--- src/rtl/tmr_pkg.sv ---
package tmr_pkg;
  typedef enum logic [1:0] {
    FMT_CAPTURE = 2'b00,
    FMT_LO      = 2'b01,
    FMT_HI      = 2'b10,
    FMT_WORD    = 2'b11
  } fmt_e;

  localparam logic [1:0] SEL_READBACK = 2'b11;
  localparam int         STATUS_W     = 8;
  localparam int         MODE_W       = 3;
endpackage

--- src/rtl/tmr_count_elem.sv ---
module tmr_count_elem
  import tmr_pkg::*;
#(
  parameter int DATA_W = 8,
  localparam int CNT_W = 2 * DATA_W
) (
  input  logic              clk,
  input  logic              rst,
  input  logic              tick,
  input  logic              gate,
  input  logic              prog_stb,
  input  fmt_e              prog_fmt,
  input  logic [MODE_W-1:0] prog_mode,
  input  logic              prog_bcd,
  input  logic              wr_stb,
  input  logic [DATA_W-1:0] wdata,
  output logic [CNT_W-1:0]  ce,
  output logic              null_cnt,
  output logic              load_pend,
  output logic              out_flag,
  output fmt_e              fmt,
  output logic [MODE_W-1:0] mode,
  output logic              bcd
);
  localparam logic [CNT_W-1:0] ONE = CNT_W'(1);

  logic [CNT_W-1:0] cr;
  logic             wr_hi_next;
  logic             step;
  logic             wr_done;

  assign step    = tick && gate;
  assign wr_done = wr_stb && !prog_stb && (fmt != FMT_WORD || wr_hi_next);

  always_ff @(posedge clk) begin
    if (rst) begin
      ce <= '0;
    end else if (step) begin
      if (load_pend) ce <= cr;
      else           ce <= ce - ONE;
    end
  end

  always_ff @(posedge clk) begin
    if (rst) begin
      out_flag <= 1'b0;
    end else if (prog_stb) begin
      out_flag <= 1'b0;
    end else if (step) begin
      if (load_pend)      out_flag <= 1'b0;
      else if (ce == ONE) out_flag <= 1'b1;
    end
  end

  always_ff @(posedge clk) begin
    if (rst) begin
      null_cnt  <= 1'b0;
      load_pend <= 1'b0;
    end else if (prog_stb) begin
      null_cnt  <= 1'b1;
      load_pend <= 1'b0;
    end else if (wr_done) begin
      null_cnt  <= 1'b1;
      load_pend <= 1'b1;
    end else if (step && load_pend) begin
      null_cnt  <= 1'b0;
      load_pend <= 1'b0;
    end
  end

  always_ff @(posedge clk) begin
    if (rst) begin
      fmt        <= FMT_WORD;
      mode       <= '0;
      bcd        <= 1'b0;
      cr         <= '0;
      wr_hi_next <= 1'b0;
    end else if (prog_stb) begin
      fmt        <= prog_fmt;
      mode       <= prog_mode;
      bcd        <= prog_bcd;
      wr_hi_next <= 1'b0;
    end else if (wr_stb) begin
      unique case (fmt)
        FMT_LO: cr <= {{DATA_W{1'b0}}, wdata};
        FMT_HI: cr <= {wdata, {DATA_W{1'b0}}};
        default: begin
          if (wr_hi_next) cr[CNT_W-1:DATA_W] <= wdata;
          else            cr[DATA_W-1:0]     <= wdata;
          wr_hi_next <= !wr_hi_next;
        end
      endcase
    end
  end
endmodule

--- src/rtl/tmr_read_path.sv ---
module tmr_read_path
  import tmr_pkg::*;
#(
  parameter int DATA_W = 8,
  localparam int CNT_W = 2 * DATA_W
) (
  input  logic                clk,
  input  logic                rst,
  input  logic [CNT_W-1:0]    ce,
  input  fmt_e                fmt,
  input  logic [STATUS_W-1:0] status_in,
  input  logic                prog_stb,
  input  logic                cnt_cap_stb,
  input  logic                st_cap_stb,
  input  logic                rd_stb,
  output logic [DATA_W-1:0]   rd_byte,
  output logic [CNT_W-1:0]    ol_val,
  output logic                ol_held
);
  logic [STATUS_W-1:0] st_q;
  logic                st_held;
  logic                rd_hi_next;
  logic [CNT_W-1:0]    view;
  logic                pick_hi;
  logic                last_byte;

  assign view      = ol_held ? ol_val : ce;
  assign pick_hi   = (fmt == FMT_HI) || (fmt == FMT_WORD && rd_hi_next);
  assign last_byte = (fmt != FMT_WORD) || rd_hi_next;

  always_comb begin
    if (st_held)      rd_byte = st_q[DATA_W-1:0];
    else if (pick_hi) rd_byte = view[CNT_W-1:DATA_W];
    else              rd_byte = view[DATA_W-1:0];
  end

  always_ff @(posedge clk) begin
    if (rst) begin
      ol_val     <= '0;
      ol_held    <= 1'b0;
      st_q       <= '0;
      st_held    <= 1'b0;
      rd_hi_next <= 1'b0;
    end else if (prog_stb) begin
      ol_held    <= 1'b0;
      st_held    <= 1'b0;
      rd_hi_next <= 1'b0;
    end else begin
      if (cnt_cap_stb && !ol_held) begin
        ol_val  <= ce;
        ol_held <= 1'b1;
      end
      if (st_cap_stb && !st_held) begin
        st_q    <= status_in;
        st_held <= 1'b1;
      end
      if (rd_stb) begin
        if (st_held) begin
          st_held <= 1'b0;
        end else begin
          if (fmt == FMT_WORD) rd_hi_next <= !rd_hi_next;
          if (last_byte)       ol_held    <= 1'b0;
        end
      end
    end
  end
endmodule

--- src/rtl/tmr_readback_top.sv ---
module tmr_readback_top
  import tmr_pkg::*;
#(
  parameter int DATA_W    = 8,
  parameter int NUM_CNT   = 3,
  parameter int ADDR_W    = 2,
  parameter int GATED_IDX = 2,
  localparam int CNT_W    = 2 * DATA_W,
  localparam logic [ADDR_W-1:0] CTRL_ADDR = ADDR_W'(NUM_CNT)
) (
  input  logic               clk,
  input  logic               rst,
  input  logic [ADDR_W-1:0]  addr,
  input  logic               rd,
  input  logic               wr,
  input  logic [DATA_W-1:0]  wdata,
  output logic [DATA_W-1:0]  rdata,
  input  logic [NUM_CNT-1:0] tick,
  input  logic               gate2_en,
  output logic [NUM_CNT-1:0] out_flag
);
  logic              ctrl_wr;
  logic [1:0]        cw_sel;
  fmt_e              cw_fmt;
  logic              is_rb;

  logic [CNT_W-1:0]  ce_arr     [NUM_CNT];
  logic [CNT_W-1:0]  ol_arr     [NUM_CNT];
  logic [DATA_W-1:0] byte_arr   [NUM_CNT];
  logic [NUM_CNT-1:0] ol_held_v;
  logic [NUM_CNT-1:0] null_v;
  logic [NUM_CNT-1:0] pend_v;
  logic [NUM_CNT-1:0] rd_hit_v;

  assign ctrl_wr = wr && (addr == CTRL_ADDR);
  assign cw_sel  = wdata[7:6];
  assign cw_fmt  = fmt_e'(wdata[5:4]);
  assign is_rb   = (cw_sel == SEL_READBACK);

  for (genvar gi = 0; gi < NUM_CNT; gi++) begin : g_ch
    logic              sel_me;
    logic              prog_stb;
    logic              cnt_cap;
    logic              st_cap;
    logic              gate;
    fmt_e              fmt;
    logic [MODE_W-1:0] mode;
    logic              bcd;
    logic [STATUS_W-1:0] status;

    assign sel_me   = !is_rb && (cw_sel == 2'(gi));
    assign prog_stb = ctrl_wr && sel_me && (cw_fmt != FMT_CAPTURE);
    assign cnt_cap  = ctrl_wr && ((sel_me && cw_fmt == FMT_CAPTURE) ||
                                  (is_rb && !wdata[5] && wdata[gi+1]));
    assign st_cap   = ctrl_wr && is_rb && !wdata[4] && wdata[gi+1];
    assign rd_hit_v[gi] = rd && (addr == ADDR_W'(gi));

    if (gi == GATED_IDX) begin : g_gated
      assign gate = gate2_en;
    end else begin : g_free
      assign gate = 1'b1;
    end

    assign status = {out_flag[gi], null_v[gi], fmt, mode, bcd};

    tmr_count_elem #(.DATA_W(DATA_W)) u_ce (
      .clk       (clk),
      .rst       (rst),
      .tick      (tick[gi]),
      .gate      (gate),
      .prog_stb  (prog_stb),
      .prog_fmt  (cw_fmt),
      .prog_mode (wdata[3:1]),
      .prog_bcd  (wdata[0]),
      .wr_stb    (wr && (addr == ADDR_W'(gi))),
      .wdata     (wdata),
      .ce        (ce_arr[gi]),
      .null_cnt  (null_v[gi]),
      .load_pend (pend_v[gi]),
      .out_flag  (out_flag[gi]),
      .fmt       (fmt),
      .mode      (mode),
      .bcd       (bcd)
    );

    tmr_read_path #(.DATA_W(DATA_W)) u_rp (
      .clk         (clk),
      .rst         (rst),
      .ce          (ce_arr[gi]),
      .fmt         (fmt),
      .status_in   (status),
      .prog_stb    (prog_stb),
      .cnt_cap_stb (cnt_cap),
      .st_cap_stb  (st_cap),
      .rd_stb      (rd_hit_v[gi]),
      .rd_byte     (byte_arr[gi]),
      .ol_val      (ol_arr[gi]),
      .ol_held     (ol_held_v[gi])
    );
  end

  always_ff @(posedge clk) begin
    if (rst) begin
      rdata <= '0;
    end else if (rd) begin
      if (addr >= CTRL_ADDR) rdata <= '0;
      else                   rdata <= byte_arr[addr];
    end
  end
endmodule

--- config.mk ---
export PLATFORM = sky130hd
export DESIGN_NAME = tmr_readback_top
export DESIGN_NICKNAME = d
export VERILOG_FILES = /design/src/rtl/tmr_pkg.sv /design/src/rtl/tmr_count_elem.sv /design/src/rtl/tmr_read_path.sv /design/src/rtl/tmr_readback_top.sv
export SDC_FILE = /design/constraint.sdc
export NUM_CORES = 1
export LEC_CHECK = 0
export CORE_UTILIZATION = 60
export CTS_BUF_LIST = sky130_fd_sc_hd__clkbuf_8
export DETAILED_ROUTE_END_ITERATION = 8
export GPL_ROUTABILITY_DRIVEN = 0
export PLACE_DENSITY = 0.78
export SYNTH_ARGS = -nofsm -noshare
export SYNTH_HDL_FRONTEND = slang
export SYNTH_HIERARCHICAL = 1
export SYNTH_SLANG_ARGS = --single-unit
--- constraint.sdc ---
create_clock -name clk -period 3.82 [get_ports clk]
set_input_delay 0.764 -clock clk [delete_from_list [all_inputs] [get_ports clk]]
set_output_delay 0.764 -clock clk [all_outputs]
set_load 0.05 [all_outputs]
==> results of run 1 <==
cells by family (layout without fill, tap and decap cells):
kind of cell               count (synthesis)  count (layout)  synth area share (%)
xor gates and xnor gates                   6               6                0.4671
muxes                                     70              70                 6.226
adders and majority gates                 15              15                 1.668
and+or+nand+nor                          601             601                 27.52
buffers and inverters                    126             139                 6.538
DFF                                      215             215                 38.25
AOI/OAI and AO/OA                        323             323                 19.30
other                                      1               6               0.03332
Yosys cell counts, types with 24 or more instances:
cell	n	area, µm²
sky130_fd_sc_hd__a21oi_2	30	262.8
sky130_fd_sc_hd__nand2_2	30	187.7
sky130_fd_sc_hd__a221oi_1	24	210.2
sky130_fd_sc_hd__mux2i_1	70	700.7
sky130_fd_sc_hd__nor2b_1	25	156.4
sky130_fd_sc_hd__nand3_1	66	330.3
sky130_fd_sc_hd__nand2_1	209	784.5
sky130_fd_sc_hd__o31ai_1	26	195.2
sky130_fd_sc_hd__clkbuf_1	50	187.7
sky130_fd_sc_hd__nor2_1	93	349.1
sky130_fd_sc_hd__a31oi_1	26	162.7
sky130_fd_sc_hd__dfxtp_1	215	4304
sky130_fd_sc_hd__o21ai_0	36	180.2
sky130_fd_sc_hd__a21oi_1	104	520.5
sky130_fd_sc_hd__and3_1	30	187.7
worst min-delay path by stage:
stage / from / endpoint / slack [ns] / depth (start not counted)
after floorplan: g_ch[0].u_ce/cr[12]$_SDFFE_PP0P_ / g_ch[0].u_ce/cr[12]$_SDFFE_PP0P_ / 0.43 / 2
after global placement: g_ch[2].u_ce/cr[6]$_SDFFE_PP0P_ / g_ch[2].u_ce/cr[6]$_SDFFE_PP0P_ / 0.44 / 2
after detailed placement: g_ch[2].u_ce/cr[6]$_SDFFE_PP0P_ / g_ch[2].u_ce/cr[6]$_SDFFE_PP0P_ / 0.44 / 2
after CTS: g_ch[2].u_ce/cr[6]$_SDFFE_PP0P_ / g_ch[2].u_ce/cr[6]$_SDFFE_PP0P_ / 0.45 / 2
after global routing: g_ch[0].u_ce/cr[10]$_SDFFE_PP0P_ / g_ch[0].u_ce/cr[10]$_SDFFE_PP0P_ / 0.47 / 2
final: g_ch[0].u_rp/ol_val[14]$_SDFFE_PP0P_ / g_ch[0].u_rp/ol_val[14]$_SDFFE_PP0P_ / 0.45 / 2
stage by stage:
stage,hold slack (ns),setup slack (ns)
2_1_floorplan,0.4274,0.9145
3_3_place_gp,0.4388,0.6268
3_5_place_dp,0.4444,0.5930
4_1_cts,0.4521,1.094
5_1_grt,0.4739,0.8911
6_report,0.4541,1.013
final cells by class:
| type | count | area [µm²] | area share (%) |
|---|---|---|---|
| clock inverters | 11 | 46.29 | 0.3810 |
| repair buffers | 58 | 519.2 | 4.274 |
| multi-input cells | 1021 | 6250 | 51.44 |
| clock buffers | 48 | 660.6 | 5.438 |
| well taps | 229 | 286.5 | 2.358 |
| flip-flops and latches | 215 | 4304 | 35.43 |
| inverters | 22 | 82.58 | 0.6797 |
metal layers:
layer | track usage [%] | routed length [µm] | up-vias
li1 | - | - | 4865
met1 | 40.71 | 12880 | 4804
met2 | 47.85 | 13280 | 368
met3 | 4.454 | 1825 | 71
met4 | 13.92 | 1079 | 0
met5 | 0 | 0 | -
registers in the layout, indices dropped and copies added (netlist names):
register,count
g_ch.u_ce/out_flag,3
g_ch.u_ce/wr_hi_next,3
g_ch.u_ce/null_cnt,3
g_ch.u_ce/load_pend,3
g_ch.u_ce/fmt,6
g_ch.u_rp/rd_hi_next,3
g_ch.u_ce/cr,48
g_ch.u_rp/ol_held,3
g_ch.u_ce/ce,48
g_ch.u_rp/ol_val,48
g_ch.u_rp/st_held,3
g_ch.u_ce/mode,9
g_ch.u_rp/st_q,24
rdata,8
g_ch.u_ce/bcd,3
power breakdown:
group	internal, W	switching (W)	total, W	leakage (nW)
clock network	0.00111	0.000915	0.00203	0.398
registers	0.00233	0.000157	0.00249	1.74
logic	0.000355	0.000484	0.000840	2.02
total	0.00380	0.00156	0.00536	4.16
worst min-delay path, stage by stage (launching register included):
cell	delay (ns)
sky130_fd_sc_hd__dfxtp_1	0.31
sky130_fd_sc_hd__nand2_1	0.05
sky130_fd_sc_hd__a21oi_1	0.05
==> run summary, run 1 <==
========================================================================================
Max Fanout on Critical Path                                                           12
Data arrival at the endpoint of the critical path                                3.26 ns
Post-route cell area                                                          12,150 µm²
Cell area after synthesis                                                     11,250 µm²
Critical Path Source                                                             addr[0]
DRC marker count from the first detailed-route iteration                           1,011
Post-detailed-route count of antenna-violating nets                                    0
Total power of the final layout                                               0.005360 W
Async set or reset register ratio after synthesis                                     0%
Clock period minus final worst setup slack                                      2.807 ns
CTS sink count                                                                       215
Worst r2r dst                                                               rdata[1]$_SDFFE_PP0P_
Average size of a mapped cell                                                  8.293 µm²
Tightest Hold Check Type                                                    register to register
Htree depth                                                                            2
Number of antenna violations at the first check in global routing                      0
TritonCTS clock tree                                                                done
Critical Path Most Common Cell                                              sky130_fd_sc_hd__a21oi_1
Run status                                                                  finished, violations left
Synth Register Bits                                                                  215
Pwr Density                                                                 441.2 nW/µm²
Final hold vios                                                                        0
Overall track demand over capacity in global routing                              30.20%
Clock tree root buffer cell                                                 sky130_fd_sc_hd__clkbuf_8
Mapped Cells                                                                       1,357
Via count of the first global-routing pass                                         9,221
Inserted Clock Buffers                                                                37
Type of origin of the critical path                                           input port
Sum of negative setup slack                                                         0 ns
Full die area                                                                 19,310 µm²
Post-CTS Setup Bufs                                                                    0
Die extent in x                                                                 139.0 µm
Path type of the worst setup path                                           input port to register
Slack of the worst reg-to-reg path                                               1.18 ns
Standard cell area after detailed placement                                   11,440 µm²
Setup violation total in the final timing report                                       0
Most frequent cells in the layout                                           sky130_fd_sc_hd__dfxtp_1, sky130_fd_sc_hd__nand2_1, sky130_fd_sc_hd__a21oi_1
Worst ir drop on vdd                                                         0.0003003 V
Core region area                                                              18,150 µm²
Chain of cells forming the critical path                                    clkdlybuf4s50_1, buf_4, and2b_2, and2_1, nand2b_1, a21oi_1, nand3_1, a21oi_1
Cell family with most CP delay                                              simple AND/OR/NAND/NOR gates
Total of cells resized after clock tree synthesis                                      0
Commonest non-fill, non-tap cell in the layout                              sky130_fd_sc_hd__dfxtp_1
Number of flops mapped to enable cells by yosys                                        0
Post-Route WL                                                                  29,070 µm
Buffers & Inverters on Critical Path                                                   2
Worst-path clk slew                                                              0.06 ns
Highest achievable clock rate                                                 0.3563 GHz
Buffers on Ports                                                                      28
Initial standard-cell utilization of the core                                     62.01%
Wire length per cell after detailed routing                                     18.12 µm
Worst-case headroom to the max-slew limit                                         27.92%
Routed vias                                                                       10,110
Height of the chip                                                              139.0 µm
Final #Nets                                                                        1,388
Fraction of the cycle the final worst path needs                                  73.47%
Cell total after placement                                                         1,545
Critical Path End                                                           g_ch[1].u_ce/cr[2]$_SDFFE_PP0P_
Sequential share of the synthesized area                                          38.25%
Number of fillers in the final layout                                              1,504
Total half-perimeter wirelength after legalization and detailed placement      19,700 µm
Remaining routing DRC violations                                                       1
Fraction of final layout cells sized beyond drive strength 1                      12.87%
Number of max-cap violations                                                           0
Most common flop cell mapped by yosys                                       sky130_fd_sc_hd__dfxtp_1
End-of-flow core utilization                                                      66.95%
CP Capture Type                                                                 register
Delay contributed by the slowest stage of the critical path                      0.63 ns
Register-to-Register Path Depth                                                        6
Setup repair after global routing missed its margin                                   no
Slew Limit Fails                                                                       0
Rows                                                                                  49
Count of yosys warnings during synthesis                                               6
CTS max path bufs                                                                      3
Pin count of the biggest net entering global routing                                  65
Yosys cell types                                                                      73
CP max stage cell                                                           sky130_fd_sc_hd__a21oi_1
Total congestion overflow                                                              0
Number of stages on the worst setup path                                               8
Cts-stage hold buffer count                                                            0
Non-filler instance count after layout                                             1,604
Worst clock skew                                                              0.01831 ns
Violations in the final reports                                             design-rule violations
Post-DR vias/cell                                                                  6.302
Beginning of the worst register-to-register path                            g_ch[0].u_rp/ol_held$_SDFF_PP0_
# diodes                                                                               0
Relative area change from synthesis to final layout                               7.961%
I/O Pins                                                                              29
Static leakage                                                                  4.156 nW
DRT Pass-1 Iters                                                                       7
Worst endpoint required time                                                     4.27 ns
Least-Margin Pin Slew                                                           1.080 ns
Later-pin clock latency in the skew report                                       0.52 ns
First-pass GRT wire length                                                     47,380 µm
========================================================================================
No activity file was read; power rests on OpenSTA's default activity.
==> run 2, diff against run 1 <==
Settings changed: CORE_UTILIZATION 60 to 58.
Clock period 3.82 ns to 2.5 ns, I/O delays scaled along.
==> run summary, run 2 (synthesis results as in run 1) <==
========================================================================================
First-pass GRT wire length                                                     48,770 µm   +2.9%
Overall track demand over capacity in global routing                              30.53%   +0.33 points
Slew Limit Fails                                                                       0   unchanged
Type of origin of the critical path                                           input port
Highest achievable clock rate                                                 0.4193 GHz
Final #Nets                                                                        1,450   +4.5%
Later-pin clock latency in the skew report                                       0.54 ns   +0.02 ns
Htree depth                                                                            2   unchanged
Least-Margin Pin Slew                                                           1.056 ns   -0.02325 ns
CTS sink count                                                                       215   unchanged
Clock tree root buffer cell                                                 sky130_fd_sc_hd__clkbuf_8
Met1 track demand over resource                                                   40.27%   -0.44 points
Total power of the final layout                                               0.008352 W   +56%
Commonest non-fill, non-tap cell in the layout                              sky130_fd_sc_hd__dfxtp_1
Post-DR vias/cell                                                                  6.136   -2.6%
Setup violation total in the final timing report                                       0   unchanged
Share of total power consumed by net switching                                    29.53%   +0.48 points
Pwr Density                                                                 653.6 nW/µm²   +48%
Worst-path clk slew                                                              0.06 ns   about the same
Worst clock skew                                                              0.02882 ns   +0.01051 ns
Wire length per cell after detailed routing                                     17.71 µm   -2.3%
End-of-flow core utilization                                                      67.85%   +0.91 points
I/O Pins                                                                              29   unchanged
Die extent in x                                                                 141.3 µm   +1.7%
Path type of the worst setup path                                           input port to register
Cell total after placement                                                         1,638   +6.0%
Area of the multi-input gates                                                   6267 µm²   +0.28%
Relative area change from synthesis to final layout                               13.54%
Total of cells resized after clock tree synthesis                                      0   unchanged
Beginning of the worst register-to-register path                            g_ch[2].u_rp/ol_held$_SDFF_PP0_
Met3 demand-to-capacity share in global routing                                   4.522%   +0.068 points
Combinational Power Share                                                          17.1%   +1.4 points
Number of antenna violations at the first check in global routing                      0   unchanged
Critical Path Source                                                             addr[0]
DRC marker count from the first detailed-route iteration                             807   -20%
Data arrival at the endpoint of the critical path                                2.85 ns   -0.41 ns
Top flop regs                                                               g_ch.u_ce/ce: 48 flops, g_ch.u_ce/cr: 48 flops, g_ch.u_rp/ol_val: 48 flops
Switch Pwr                                                                    0.002466 W   +58%
Met2 Use GR                                                                       48.33%   +0.49 points
Core region area                                                              18,830 µm²   +3.8%
Worst ir drop on vdd                                                         0.0005059 V   +68%
Flop pwr share                                                                     45.3%   -1.2 points
Global-route layer with the greatest usage                                          met2
Worst-case headroom to the max-slew limit                                         29.26%   +1.3 points
Worst endpoint required time                                                     2.97 ns   -1.30 ns
Rows                                                                                  50   +2.0%
Total half-perimeter wirelength after legalization and detailed placement      20,800 µm   +5.6%
Internal Pwr Total                                                            0.005886 W   +55%
TritonCTS clock tree                                                                done
Full die area                                                                 19,960 µm²   +3.4%
Via count of the first global-routing pass                                         9,614   +4.3%
Remaining routing DRC violations                                                       0   -1
FF+latch area                                                                   4304 µm²   unchanged
Routed vias                                                                       10,440   +3.3%
Number of fillers in the final layout                                              1,564   +4.0%
Run status                                                                     completed
Most frequent cells in the layout                                           sky130_fd_sc_hd__dfxtp_1, sky130_fd_sc_hd__nand2_1, sky130_fd_sc_hd__a21oi_1
Total congestion overflow                                                              0   unchanged
Cts-stage hold buffer count                                                            0   unchanged
Clock period minus final worst setup slack                                      2.385 ns
Number of max-cap violations                                                           0   unchanged
DRT Pass-1 Iters                                                                       5   -2
Pin count of the biggest net entering global routing                                  43   -34%
Max Fanout on Critical Path                                                           16   +4
Inserted Clock Buffers                                                                37   unchanged
Setup repair after global routing missed its margin                                   no
Static leakage                                                                  4.520 nW   +8.8%
Height of the chip                                                              141.3 µm   +1.7%
Tightest Hold Check Type                                                    input port to register
Fraction of final layout cells sized beyond drive strength 1                      16.85%   +4.0 points
Proportion of power drawn by the clock network                                     37.6%   -0.3 points
Initial standard-cell utilization of the core                                     59.76%   -2.2 points
Post-Route WL                                                                  30,150 µm   +3.7%
Fraction of the cycle the final worst path needs                                  95.40%
Post-detailed-route count of antenna-violating nets                                    0   unchanged
Worst Hold Launch                                                                    rst
Final hold vios                                                                        0   unchanged
CTS max path bufs                                                                      3   unchanged
# diodes                                                                               0   unchanged
Post-CTS Setup Bufs                                                                    0   unchanged
CP Capture Type                                                                 register
Non-filler instance count after layout                                             1,702   +6.1%
Buffers on Ports                                                                      28   unchanged
========================================================================================
[run 2: final cells by class]
type	instances	share of cell area, %
clock inverters	17	0.6169
inverters	22	0.6463
clock buffers	47	5.063
flip-flops and latches	215	33.69
multi-input cells	1021	49.05
well taps	260	2.546
repair buffers	120	8.392
[run 2: power by group through the flow]
stage	Combinational [W]	Clock (W)	Sequential, W
after CTS	0.00140	0.00320	0.00378
after global routing	0.00155	0.00335	0.00380
after detailed placement	0.00139	0	0.00385
final	0.00143	0.00314	0.00378
after global placement	0.00137	0	0.00385
after floorplan	0.000961	0	0.00381
[run 2: critical path, cell delays in order]
cell	delay, ns
sky130_fd_sc_hd__clkdlybuf4s50_1	0.64
sky130_fd_sc_hd__nand3_1	0.14
sky130_fd_sc_hd__nor2_1	0.13
sky130_fd_sc_hd__and3_1	0.21
sky130_fd_sc_hd__nor3b_2	0.86
sky130_fd_sc_hd__nand2_1	0.20
sky130_fd_sc_hd__a21oi_2	0.17
[run 2: path summary, 6_finish.rpt]
check | end | slack [ns] | depth (start not counted)
max | g_ch[1].u_rp/ol_val[1]$_SDFFE_PP0P_ | 0.12 | 7
min | g_ch[1].u_rp/ol_val[5]$_SDFFE_PP0P_ | 0.35 | 2
max reg2reg | rdata[2]$_SDFFE_PP0P_ | 0.33 | 7
min reg2reg | g_ch[1].u_ce/cr[0]$_SDFFE_PP0P_ | 0.45 | 2
[run 2: layer usage]
metal  routed length (µm)  share of wire, %
met5                    0                 0
met4                 1365               4.5
met3                 2118               7.0
met2                13750                46
met1                12910                43
[run 2: stage by stage]
step	area [µm²]	hold slack (ns)	setup TNS, ns	worst slack [ns]
floorplan	11280	0.4274	0	0.2445
global placement	12050	0.4407	-10.30	-0.2202
detailed placement	12050	0.4465	-15.48	-0.3497
CTS	12780	0.3222	0	0.1514
global route	12780	0.3549	0	0.001724
finish	12780	0.3472	0	0.1151
==> run 3, diff against run 2 <==
Settings changed: MAX_ROUTING_LAYER from default to met4, SETUP_SLACK_MARGIN from default to 0.02.
==> run summary, run 3 (synthesis results as in run 1) <==
========================================================================================
Least-Margin Pin Slew                                                          0.9254 ns   -0.1310 ns
Slew Limit Fails                                                                       0   unchanged
Worst clock skew                                                              0.03148 ns   +0.002654 ns
Setup violation total in the final timing report                                       0   unchanged
Post-DR vias/cell                                                                  6.138   about the same
DRC marker count from the first detailed-route iteration                             864   +7.1%
Share of total power consumed by net switching                                    29.55%   about the same
Htree depth                                                                            2   unchanged
Type of origin of the critical path                                             register
Relative area change from synthesis to final layout                               13.60%   about the same
CTS sink count                                                                       215   unchanged
Post-detailed-route count of antenna-violating nets                                    0   unchanged
Most frequent cells in the layout                                           sky130_fd_sc_hd__dfxtp_1, sky130_fd_sc_hd__nand2_1, sky130_fd_sc_hd__a21oi_1
Delay contributed by the slowest stage of the critical path                      0.86 ns   about the same
Post-Route WL                                                                  30,140 µm   about the same
Proportion of power drawn by the clock network                                     37.6%   about the same
Final #Nets                                                                        1,450   unchanged
Internal Pwr Total                                                            0.005886 W   about the same
Total congestion overflow                                                              0   unchanged
Post-CTS Setup Bufs                                                                    0   unchanged
Worst slack on hold paths                                                      0.3523 ns   +0.005156 ns
Later-pin clock latency in the skew report                                       0.54 ns   about the same
DRT Pass-1 Iters                                                                       6   +1
Commonest non-fill, non-tap cell in the layout                              sky130_fd_sc_hd__dfxtp_1
Core region area                                                              18,830 µm²   unchanged
Worst endpoint required time                                                     2.00 ns   -0.97 ns
CP max stage cell                                                           sky130_fd_sc_hd__clkdlybuf4s50_1
Run status                                                                     completed
Overall track demand over capacity in global routing                              31.46%   +0.93 points
Total power of the final layout                                               0.008355 W   about the same
Flop pwr share                                                                     45.3%   about the same
Buffers & Inverters on Critical Path                                                   1   unchanged
Buffers on Ports                                                                      28   unchanged
Pin count of the biggest net entering global routing                                  43   unchanged
Height of the chip                                                              141.3 µm   unchanged
CP Capture Type                                                               output pin
Highest achievable clock rate                                                 0.4258 GHz   +1.5%
Via count of the first global-routing pass                                         9,616   +0.021%
Routed vias                                                                       10,450   +0.038%
Setup repair after global routing missed its margin                                   no
Number of fillers in the final layout                                              1,562   -0.13%
First-pass GRT wire length                                                     48,770 µm   unchanged
Sum of negative setup slack                                                         0 ns   unchanged
Remaining routing DRC violations                                                       0   unchanged
Wire length per cell after detailed routing                                     17.71 µm   about the same
Crit path setup slack, layout                                                  0.1514 ns   +0.03630 ns
TritonCTS clock tree                                                                done
Die extent in x                                                                 141.3 µm   unchanged
Pwr Density                                                                 653.6 nW/µm²   about the same
Placement Setup Slack                                                         -0.3497 ns   unchanged
Fraction of the cycle the final worst path needs                                  93.94%   -1.5 points
Cell family with most CP delay                                              buffers and inverters
Worst-path clk slew                                                              0.06 ns   about the same
# diodes                                                                               0   unchanged
Number of antenna violations at the first check in global routing                      0   unchanged
Rows                                                                                  50   unchanged
Top flop regs                                                               g_ch.u_ce/ce: 48 flops, g_ch.u_ce/cr: 48 flops, g_ch.u_rp/ol_val: 48 flops
I/O Pins                                                                              29   unchanged
Static leakage                                                                  4.517 nW   about the same
Clock tree root buffer cell                                                 sky130_fd_sc_hd__clkbuf_8
Chain of cells forming the critical path                                    clkdlybuf4s50_1
Worst-case headroom to the max-slew limit                                         38.22%   +9.0 points
Total half-perimeter wirelength after legalization and detailed placement      20,800 µm   unchanged
CTS max path bufs                                                                      3   unchanged
Number of max-cap violations                                                           0   unchanged
Full die area                                                                 19,960 µm²   unchanged
Path type of the worst setup path                                           register to output pin
Fraction of final layout cells sized beyond drive strength 1                      16.85%   unchanged
Clock period minus final worst setup slack                                      2.349 ns   -0.03630 ns
Max Fanout on Critical Path                                                            3   -13
Inserted Clock Buffers                                                                37   unchanged
Worst ir drop on vdd                                                         0.0005043 V   -0.32%
Combinational Power Share                                                          17.1%   about the same
FF+latch area                                                                   4304 µm²   unchanged
Cts-stage hold buffer count                                                            0   unchanged
Area of the multi-input gates                                                   6274 µm²   about the same
Data arrival at the endpoint of the critical path                                1.85 ns   -1.00 ns
Total of cells resized after clock tree synthesis                                      0   unchanged
Switch Pwr                                                                    0.002469 W   +0.12%
Initial standard-cell utilization of the core                                     59.76%   unchanged
Final hold vios                                                                        0   unchanged
Tightest Hold Check Type                                                    input port to register
========================================================================================
==> run 3: changes by cell type in the layout (fill, tap and decap cells not counted) <==
cell                      before  now
sky130_fd_sc_hd__nor3b_4       2    3
sky130_fd_sc_hd__nor3b_2       3    2
==> run 3: power groups by stage <==
stage / clock network [W] / registers [W] / logic (W)
after global placement: 0 / 0.00385 / 0.00137
after floorplan: 0 / 0.00381 / 0.000961
after CTS: 0.00320 / 0.00378 / 0.00140
after global routing: 0.00335 / 0.00380 / 0.00155
after detailed placement: 0 / 0.00385 / 0.00139
final: 0.00314 / 0.00378 / 0.00143
==> run 3: final cells by class <==
cell class / instances / area share, %
Sequential cell: 215 / 33.67
Inverter: 22 / 0.6460
Clock buffer: 47 / 5.060
Timing Repair Buffer: 120 / 8.388
Clock inverter: 17 / 0.6166
Multi-Input combinational cell: 1021 / 49.08
Tap cell: 260 / 2.545
==> run 3: metal layers <==
layer | up-vias | part of all wire (%) | global-route usage [%]
met5 | - | 0 | -
met4 | 0 | 4.7 | 16.48
met3 | 99 | 7.4 | 4.489
met2 | 474 | 46 | 48.46
met1 | 4887 | 42 | 40.21
li1 | 4987 | - | -
==> run 3: path summary, 6_finish.rpt <==
kind	depth (start not counted)	to	from	slack, ns
min reg2reg	2	g_ch[1].u_ce/cr[0]$_SDFFE_PP0P_	g_ch[1].u_ce/cr[0]$_SDFFE_PP0P_	0.45
min	2	g_ch[1].u_rp/ol_val[5]$_SDFFE_PP0P_	rst	0.35
max	1	out_flag[0]	g_ch[0].u_ce/out_flag$_SDFFE_PP0P_	0.15
max reg2reg	7	rdata[2]$_SDFFE_PP0P_	g_ch[2].u_rp/ol_held$_SDFF_PP0_	0.34
==> run 3: metrics by stage <==
stage	util, %	std cells	area, µm²
2_1_floorplan	-	1362	11280
3_3_place_gp	64.00	1638	12050
3_5_place_dp	64.00	1638	12050
4_1_cts	67.85	1702	12780
5_1_grt	67.89	1702	12780
6_report	67.89	1702	12780
